==> config.mk <==
export PLATFORM = sky130hd
export DESIGN_NAME = stride_pf_engine
export DESIGN_NICKNAME = d
export VERILOG_FILES = /design/src/rtl/spf_pkg.sv /design/src/rtl/spf_rst_sync.sv /design/src/rtl/spf_stride_table.sv /design/src/rtl/spf_inflight_trk.sv /design/src/rtl/stride_pf_engine.sv
export SDC_FILE = /design/constraint.sdc
export NUM_CORES = 2
export LEC_CHECK = 0
export CAP_MARGIN = 15
export CORE_MARGIN = 2
export CORE_UTILIZATION = 30
export DETAILED_ROUTE_END_ITERATION = 10
export SLEW_MARGIN = 10
export SYNTH_ARGS = -nofsm -noshare
export SYNTH_HDL_FRONTEND = slang
export SYNTH_SLANG_ARGS = --single-unit
==> constraint.sdc <==
create_clock -name clk -period 6.9 [get_ports clk]
set_input_delay 1.38 -clock clk [delete_from_list [all_inputs] [get_ports clk]]
set_output_delay 1.38 -clock clk [all_outputs]
set_load 0.01 [all_outputs]
==> src/rtl/spf_pkg.sv <==
package spf_pkg;
  typedef enum logic [1:0] {
    ST_INIT   = 2'd0,
    ST_TRANS  = 2'd1,
    ST_STEADY = 2'd2
  } conf_e;
endpackage

==> src/rtl/spf_rst_sync.sv <==
module spf_rst_sync (
  input  logic clk,
  input  logic rst_n,
  output logic rst_n_sync
);
  logic [1:0] sync_q;

  always_ff @(posedge clk or negedge rst_n) begin
    if (!rst_n) sync_q <= 2'b00;
    else        sync_q <= {sync_q[0], 1'b1};
  end

  assign rst_n_sync = sync_q[1];
endmodule

==> src/rtl/spf_stride_table.sv <==
module spf_stride_table
  import spf_pkg::*;
#(
  parameter int PC_W     = 32,
  parameter int ADDR_W   = 32,
  parameter int IDX_W    = 4,
  parameter int LINE_OFS = 6
) (
  input  logic                         clk,
  input  logic                         rst_n,
  input  logic                         ld_valid,
  input  logic [PC_W-1:0]              ld_pc,
  input  logic [ADDR_W-1:0]            ld_addr,
  output logic                         req_fire,
  output logic [ADDR_W-LINE_OFS-1:0]   req_line
);
  localparam int ENTRIES = 1 << IDX_W;
  localparam int TAG_W   = PC_W - IDX_W;

  logic [ENTRIES-1:0] ent_v;
  conf_e              ent_st     [ENTRIES];
  logic [TAG_W-1:0]   ent_tag    [ENTRIES];
  logic [ADDR_W-1:0]  ent_last   [ENTRIES];
  logic [ADDR_W-1:0]  ent_stride [ENTRIES];

  logic [IDX_W-1:0]  idx;
  logic [TAG_W-1:0]  tag;
  logic              hit;
  logic [ADDR_W-1:0] obs_stride;
  logic [ADDR_W-1:0] tgt_addr;
  logic              same_stride;
  logic              crosses;
  conf_e             st_nxt;
  logic [ADDR_W-1:0] stride_nxt;

  always_comb begin
    idx         = ld_pc[IDX_W+1:2];
    tag         = {ld_pc[PC_W-1:IDX_W+2], ld_pc[1:0]};
    hit         = ent_v[idx] && (ent_tag[idx] == tag);
    obs_stride  = ld_addr - ent_last[idx];
    same_stride = (obs_stride == ent_stride[idx]);
    tgt_addr    = ld_addr + obs_stride;
    crosses     = (tgt_addr[ADDR_W-1:LINE_OFS] != ld_addr[ADDR_W-1:LINE_OFS]);

    if (!hit)                                   st_nxt = ST_INIT;
    else if (ent_st[idx] == ST_INIT)            st_nxt = ST_TRANS;
    else if (same_stride && obs_stride != '0)   st_nxt = ST_STEADY;
    else                                        st_nxt = ST_TRANS;

    stride_nxt = hit ? obs_stride : '0;
    req_fire   = ld_valid && (st_nxt == ST_STEADY) && crosses;
    req_line   = tgt_addr[ADDR_W-1:LINE_OFS];
  end

  always_ff @(posedge clk or negedge rst_n) begin
    if (!rst_n) begin
      ent_v <= '0;
      for (int i = 0; i < ENTRIES; i++) ent_st[i] <= ST_INIT;
    end else begin
      for (int i = 0; i < ENTRIES; i++) begin
        if (ld_valid && idx == IDX_W'(i)) begin
          ent_v[i]  <= 1'b1;
          ent_st[i] <= st_nxt;
        end
      end
    end
  end

  always_ff @(posedge clk) begin
    for (int i = 0; i < ENTRIES; i++) begin
      if (ld_valid && idx == IDX_W'(i)) begin
        ent_tag[i]    <= tag;
        ent_last[i]   <= ld_addr;
        ent_stride[i] <= stride_nxt;
      end
    end
  end

  for (genvar g = 0; g < ENTRIES; g++) begin : g_ent_chk

    steady_stride_chk: assert property (@(posedge clk) disable iff (!rst_n)
      (ent_v[g] && ent_st[g] == ST_STEADY) |-> (ent_stride[g] != '0));
  end
endmodule

==> src/rtl/spf_inflight_trk.sv <==
module spf_inflight_trk #(
  parameter int LINE_W  = 26,
  parameter int MAX_OUT = 8
) (
  input  logic                           clk,
  input  logic                           rst_n,
  input  logic                           req_fire,
  input  logic [LINE_W-1:0]              req_line,
  input  logic                           done_valid,
  input  logic [LINE_W-1:0]              done_line,
  output logic                           pf_valid,
  output logic [LINE_W-1:0]              pf_line,
  output logic [$clog2(MAX_OUT+1)-1:0]   pf_inflight
);
  localparam int SLOT_W = (MAX_OUT > 1) ? $clog2(MAX_OUT) : 1;
  localparam int CNT_W  = $clog2(MAX_OUT + 1);

  logic [MAX_OUT-1:0] slot_v, slot_v_nxt;
  logic [LINE_W-1:0]  slot_line [MAX_OUT];
  logic               cand_v, cand_v_nxt;
  logic [LINE_W-1:0]  cand_line;
  logic [CNT_W-1:0]   cnt, cnt_nxt;

  logic [MAX_OUT-1:0] clr;
  logic               dup, full, issue, found;
  logic [SLOT_W-1:0]  free_idx;

  always_comb begin
    dup      = 1'b0;
    clr      = '0;
    found    = 1'b0;
    free_idx = '0;
    for (int i = 0; i < MAX_OUT; i++) begin
      if (slot_v[i] && slot_line[i] == cand_line) dup = 1'b1;
      clr[i] = done_valid && slot_v[i] && (slot_line[i] == done_line);
      if (!slot_v[i] && !found) begin
        found    = 1'b1;
        free_idx = SLOT_W'(i);
      end
    end
    full  = (cnt == CNT_W'(MAX_OUT));
    issue = cand_v && !dup && !full;

    for (int i = 0; i < MAX_OUT; i++)
      slot_v_nxt[i] = (slot_v[i] && !clr[i]) || (issue && free_idx == SLOT_W'(i));

    cnt_nxt    = cnt + CNT_W'(issue) - CNT_W'(|clr);
    cand_v_nxt = req_fire ? 1'b1 : ((issue || dup) ? 1'b0 : cand_v);
  end

  always_ff @(posedge clk or negedge rst_n) begin
    if (!rst_n) begin
      slot_v <= '0;
      cand_v <= 1'b0;
      cnt    <= '0;
    end else begin
      slot_v <= slot_v_nxt;
      cand_v <= cand_v_nxt;
      cnt    <= cnt_nxt;
    end
  end

  always_ff @(posedge clk) begin
    if (req_fire) cand_line <= req_line;
    for (int i = 0; i < MAX_OUT; i++)
      if (issue && free_idx == SLOT_W'(i)) slot_line[i] <= cand_line;
  end

  assign pf_valid    = issue;
  assign pf_line     = cand_line;
  assign pf_inflight = cnt;


  count_cap_chk: assert property (@(posedge clk) disable iff (!rst_n)
    cnt <= CNT_W'(MAX_OUT));


  issue_inc_chk: assert property (@(posedge clk) disable iff (!rst_n)
    (pf_valid && !done_valid) |=> (cnt == $past(cnt) + CNT_W'(1)));


  retire_dec_chk: assert property (@(posedge clk) disable iff (!rst_n)
    ((|clr) && !pf_valid) |=> (cnt == $past(cnt) - CNT_W'(1)));

  for (genvar a = 0; a < MAX_OUT; a++) begin : g_dup_a
    for (genvar b = a + 1; b < MAX_OUT; b++) begin : g_dup_b

      no_dup_slot_chk: assert property (@(posedge clk) disable iff (!rst_n)
        !(slot_v[a] && slot_v[b] && slot_line[a] == slot_line[b]));
    end
  end
endmodule

==> src/rtl/stride_pf_engine.sv <==
module stride_pf_engine #(
  parameter int PC_W     = 32,
  parameter int ADDR_W   = 32,
  parameter int IDX_W    = 4,
  parameter int LINE_OFS = 6,
  parameter int MAX_OUT  = 8
) (
  input  logic                           clk,
  input  logic                           rst_n,
  input  logic                           ld_valid,
  input  logic [PC_W-1:0]                ld_pc,
  input  logic [ADDR_W-1:0]              ld_addr,
  input  logic                           done_valid,
  input  logic [ADDR_W-LINE_OFS-1:0]     done_line,
  output logic                           pf_valid,
  output logic [ADDR_W-LINE_OFS-1:0]     pf_line,
  output logic [$clog2(MAX_OUT+1)-1:0]   pf_inflight
);
  localparam int LINE_W = ADDR_W - LINE_OFS;

  logic              rst_n_i;
  logic              req_fire;
  logic [LINE_W-1:0] req_line;

  spf_rst_sync u_rst (
    .clk        (clk),
    .rst_n      (rst_n),
    .rst_n_sync (rst_n_i)
  );

  spf_stride_table #(
    .PC_W     (PC_W),
    .ADDR_W   (ADDR_W),
    .IDX_W    (IDX_W),
    .LINE_OFS (LINE_OFS)
  ) u_tbl (
    .clk      (clk),
    .rst_n    (rst_n_i),
    .ld_valid (ld_valid),
    .ld_pc    (ld_pc),
    .ld_addr  (ld_addr),
    .req_fire (req_fire),
    .req_line (req_line)
  );

  spf_inflight_trk #(
    .LINE_W  (LINE_W),
    .MAX_OUT (MAX_OUT)
  ) u_trk (
    .clk         (clk),
    .rst_n       (rst_n_i),
    .req_fire    (req_fire),
    .req_line    (req_line),
    .done_valid  (done_valid),
    .done_line   (done_line),
    .pf_valid    (pf_valid),
    .pf_line     (pf_line),
    .pf_inflight (pf_inflight)
  );
endmodule

==> run_results.csv <==
group,metric,value,unit
die,start_util,0.301,
synthesis,synthesis.nets,4417,
timing,period_share,0.989,
pwr,p_per_area,275,mW/mm2
synthesis,yosysWarnings,0,
synthesis,ys_async_sr_fraction,0.0356,
critical_path,crit_top_cell,"buf_4",
synthesis,yosys.area_share.adder,0.0120,
flow_run,timing.max_cap.violations,0,
synthesis,netlist_area,0.0762,mm2
timing,setup_viol,0,
place,pre_cts_slack,-1.24,ns
global_route,grt_pass1_wl,312000,um
global_route,grt_use_total,0.164,
timing,rsz0062_at_grt,"yes",
timing,slew_headroom,0.174,
timing,final-hold-violation-count,0,
clock_tree,clock-sinks,1769,
routing,routed_wl,217000,um
synthesis,synth_edf_count,1706,
die,die_area,0.258,mm2
synthesis,ys_seq_elements,1769,
layout,nets,5225,
synthesis,netlist_top_cells_count,"1706 x edfxtp_1, 418 x mux4_2, 256 x xnor2_1, 243 x xor2_1, 140 x nand2_1",
global_route,grt_max_degree,104,
critical_path,cp_slowest_stage_delay,0.51,ns
clock_tree,htree_levels,4,
synthesis,netlist.area_leader.share,0.672,
die,num_rows,185,
timing,timing.final.ws_setup,0.0765,ns
routing,firstDrtPassIters,7,
place,gp_congestion,0.929,
die,dieWidth,508,um
synthesis,ys.flop_type,"edfxtp_1",
timing,fmax,0.147,GHz
clock_tree,clock_latency,0.87,ns
timing,setup_tns,0,ns
die,core,0.253,mm2
die,die_h,508,um
synthesis,synth-xor-area-share,0.0618,
clock_tree,clk_path_buf_depth,3,
synthesis,synth_top_cell_by_area,"edfxtp_1",
synthesis,synthMuxAreaShare,0.132,
critical_path,crit_path_start_kind,"input port",
clock_tree,postCtsHoldBufs,0,
timing,slew_violations,0,
synthesis,synth_top_family_by_area,"multiplexers",
critical_path,cp_max_fo,13,
synthesis,synth_area_leaders,"edfxtp_1 67%, mux4_2 12%, xnor2_1 2.9%",
synthesis,seq_area_frac_synth,0.693,
synthesis,postSynthCellCount,4251,
clock_tree,cts_root_buf,"clkbuf_16",
global_route,grt_remaining_overflow,0,
clock_tree,clk_pin_slew,0.06,ns
routing,routed_via_density,5.09,
critical_path,cp_data_required_time,7.48,ns
timing,period_needed,6.82,ns
routing,wl_per_cell,25.3,um
routing,drt-initial-drc-count,4737,
synthesis,synth_most_common_cell,"edfxtp_1",
min_path,min-delay-path-class,"reg -> reg",
place,hpwlAfterDp,134000,um
pwr,leakage,31.9,nW
critical_path,slowest_stage,"mux4_2",
die,pin_count,125,
critical_path,cp.arrival,7.41,ns
layout,drive_above_1_share,0.302,
timing,tightest_slew,1.24,ns
layout,num-fill-cells,23400,
critical_path,criticalPathCategory,"in -> reg",
routing,drc_errors,0,
synthesis,synth_cell_types,87,
synthesis,synthSimpleGateAreaFrac,0.0477,
timing,clock_skew,0.117,ns
pwr,ir_drop,0.000276,V
synthesis,synth_compound_area_frac,0.0363,
place,placement.io_buffers,124,
global_route,grt_antenna_before_repair,11,
layout,syn_to_final_growth,23.0,%
clock_tree,tritoncts,"yes",
outcome,status,"complete, no violations",
global_route,grt_pass1_vias,44200,
synthesis,synth_area_per_cell,17.9,um2
routing,postRouteAntennaNets,0,
routing,num_vias,43700,
clock_tree,cts_made_buffers,178,
critical_path,setup.worst_path.end_class,"flop",
==> stage by stage <==
stage | cells | utilization | area, um2 | power, W | hold WS [ns]
2_1_floorplan | 4251 | - | 76600 | 0.0141 | 0.331
3_3_place_gp | 8193 | 0.342 | 86600 | 0.0160 | 0.337
3_5_place_dp | 8193 | 0.342 | 86600 | 0.0160 | 0.341
4_1_cts | 8533 | 0.366 | 92700 | 0.0257 | 0.353
5_1_grt | 8579 | 0.370 | 93700 | 0.0267 | 0.366
6_report | 8581 | 0.370 | 93800 | 0.0258 | 0.351
==> cell families (layout without fill, tap and decap cells) <==
group | count (synthesis) | after routing
DFF | 1769 | 1769
and+or+nand+nor | 686 | 686
xor gates and xnor gates | 514 | 514
muxes | 485 | 485
AOI/OAI and AO/OA | 417 | 417
buffers and inverters | 307 | 1269
adders and majority gates | 72 | 72
other | 1 | 3
==> layer usage <==
| layer | up-vias | GRT usage | part of all wire |
|---|---|---|---|
| met5 | - | 0 | 0.00023 |
| met4 | 8 | 0.0390 | 0.022 |
| met3 | 311 | 0.0286 | 0.068 |
| met2 | 1628 | 0.268 | 0.48 |
| met1 | 23000 | 0.228 | 0.43 |
| li1 | 18700 | - | - |
==> state kept, by name, summed over array words and instances, names as in the netlist <==
register	cells
u_trk.pf_inflight	4
u_tbl.ent_st	32
u_tbl.ent_v	16
u_trk.slot_v	8
u_tbl.ent_last	512
u_rst.sync_q	2
u_trk.slot_line	208
u_tbl.ent_stride	512
u_trk.pf_line	26
u_trk.cand_v	1
u_tbl.ent_tag	448
==> cell usage in the layout, fill, tap and decap left out, drive strengths merged, types with 27 or more instances in the layout <==
master	n
mux4	418
nand3	45
nor3	51
edfxtp	1706
o21ai	106
nand4	103
ha	70
xor2	243
nand2	140
xnor2	256
nand2b	27
a22oi	31
nor2	112
mux2i	63
a21oi	86
dfrtp	63
clkdlybuf4s50	120
clkbuf	217
clkinv	91
buf	712
nor4	88
inv	103
==> timing repair <==
| action | 4_1_cts | 5_1_grt |
|---|---|---|
| resized for setup | 27 | 150 |
| endpoints found under the setup margin | 27 | 27 |
| hold endpoints to repair | 0 | 0 |
| pin swaps | 8 | 49 |
| gates cloned | 3 | 1 |
| buffers inserted | 3 | 45 |
==> cell type report <==
| cell class | count | area, um2 | area share |
|---|---|---|---|
| clock buffers | 216 | 4620 | 0.0493 |
| diodes | 2 | 5.00 | 0.0000534 |
| repair buffers | 834 | 7330 | 0.0782 |
| inverters | 101 | 464 | 0.00495 |
| clock inverters | 118 | 1270 | 0.0136 |
| well taps | 3366 | 4210 | 0.0449 |
| flip-flops and latches | 1769 | 52800 | 0.563 |
| multi-input cells | 2175 | 23000 | 0.246 |
==> worst max-delay path, delay by kind of cell <==
| family | cells | cell delay [ns] |
|---|---|---|
| AOI/OAI and AO/OA | 8 | 1.47 |
| buffers and inverters | 9 | 1.37 |
| and+or+nand+nor | 8 | 1.58 |
| muxes | 2 | 0.97 |
| adders and majority gates | 2 | 0.59 |
==> final timing paths <==
| check | slack [ns] | depth (start not counted) | from | end |
|---|---|---|---|---|
| worst max-delay path | 0.08 | 29 | ld_pc[2] | u_trk.pf_line[23]$_DFFE_PP_ |
| worst min-delay path | 0.35 | 0 | u_rst.sync_q[0]$_DFF_PN0_ | u_rst.sync_q[1]$_DFF_PN0_ |
| worst max register to register | 0.44 | 29 | u_tbl.ent_last[12][1]$_DFFE_PP_ | u_trk.pf_line[23]$_DFFE_PP_ |
| worst min register to register | 0.35 | 0 | u_rst.sync_q[0]$_DFF_PN0_ | u_rst.sync_q[1]$_DFF_PN0_ |
| max in group asynchronous | 5.71 | 1 | u_rst.sync_q[1]$_DFF_PN0_ | u_tbl.ent_st[17]$_DFFE_PN0P_ |
| min in group asynchronous | 0.40 | 1 | u_rst.sync_q[1]$_DFF_PN0_ | u_trk.pf_inflight[2]$_DFF_PN0_ |
==> where the power goes <==
group | switching, W | internal, W
clock | 0.00428 | 0.00537
sequential | 0.0000368 | 0.0119
combinational | 0.00216 | 0.00203
Note: power is estimated with default switching activity, not from simulation.
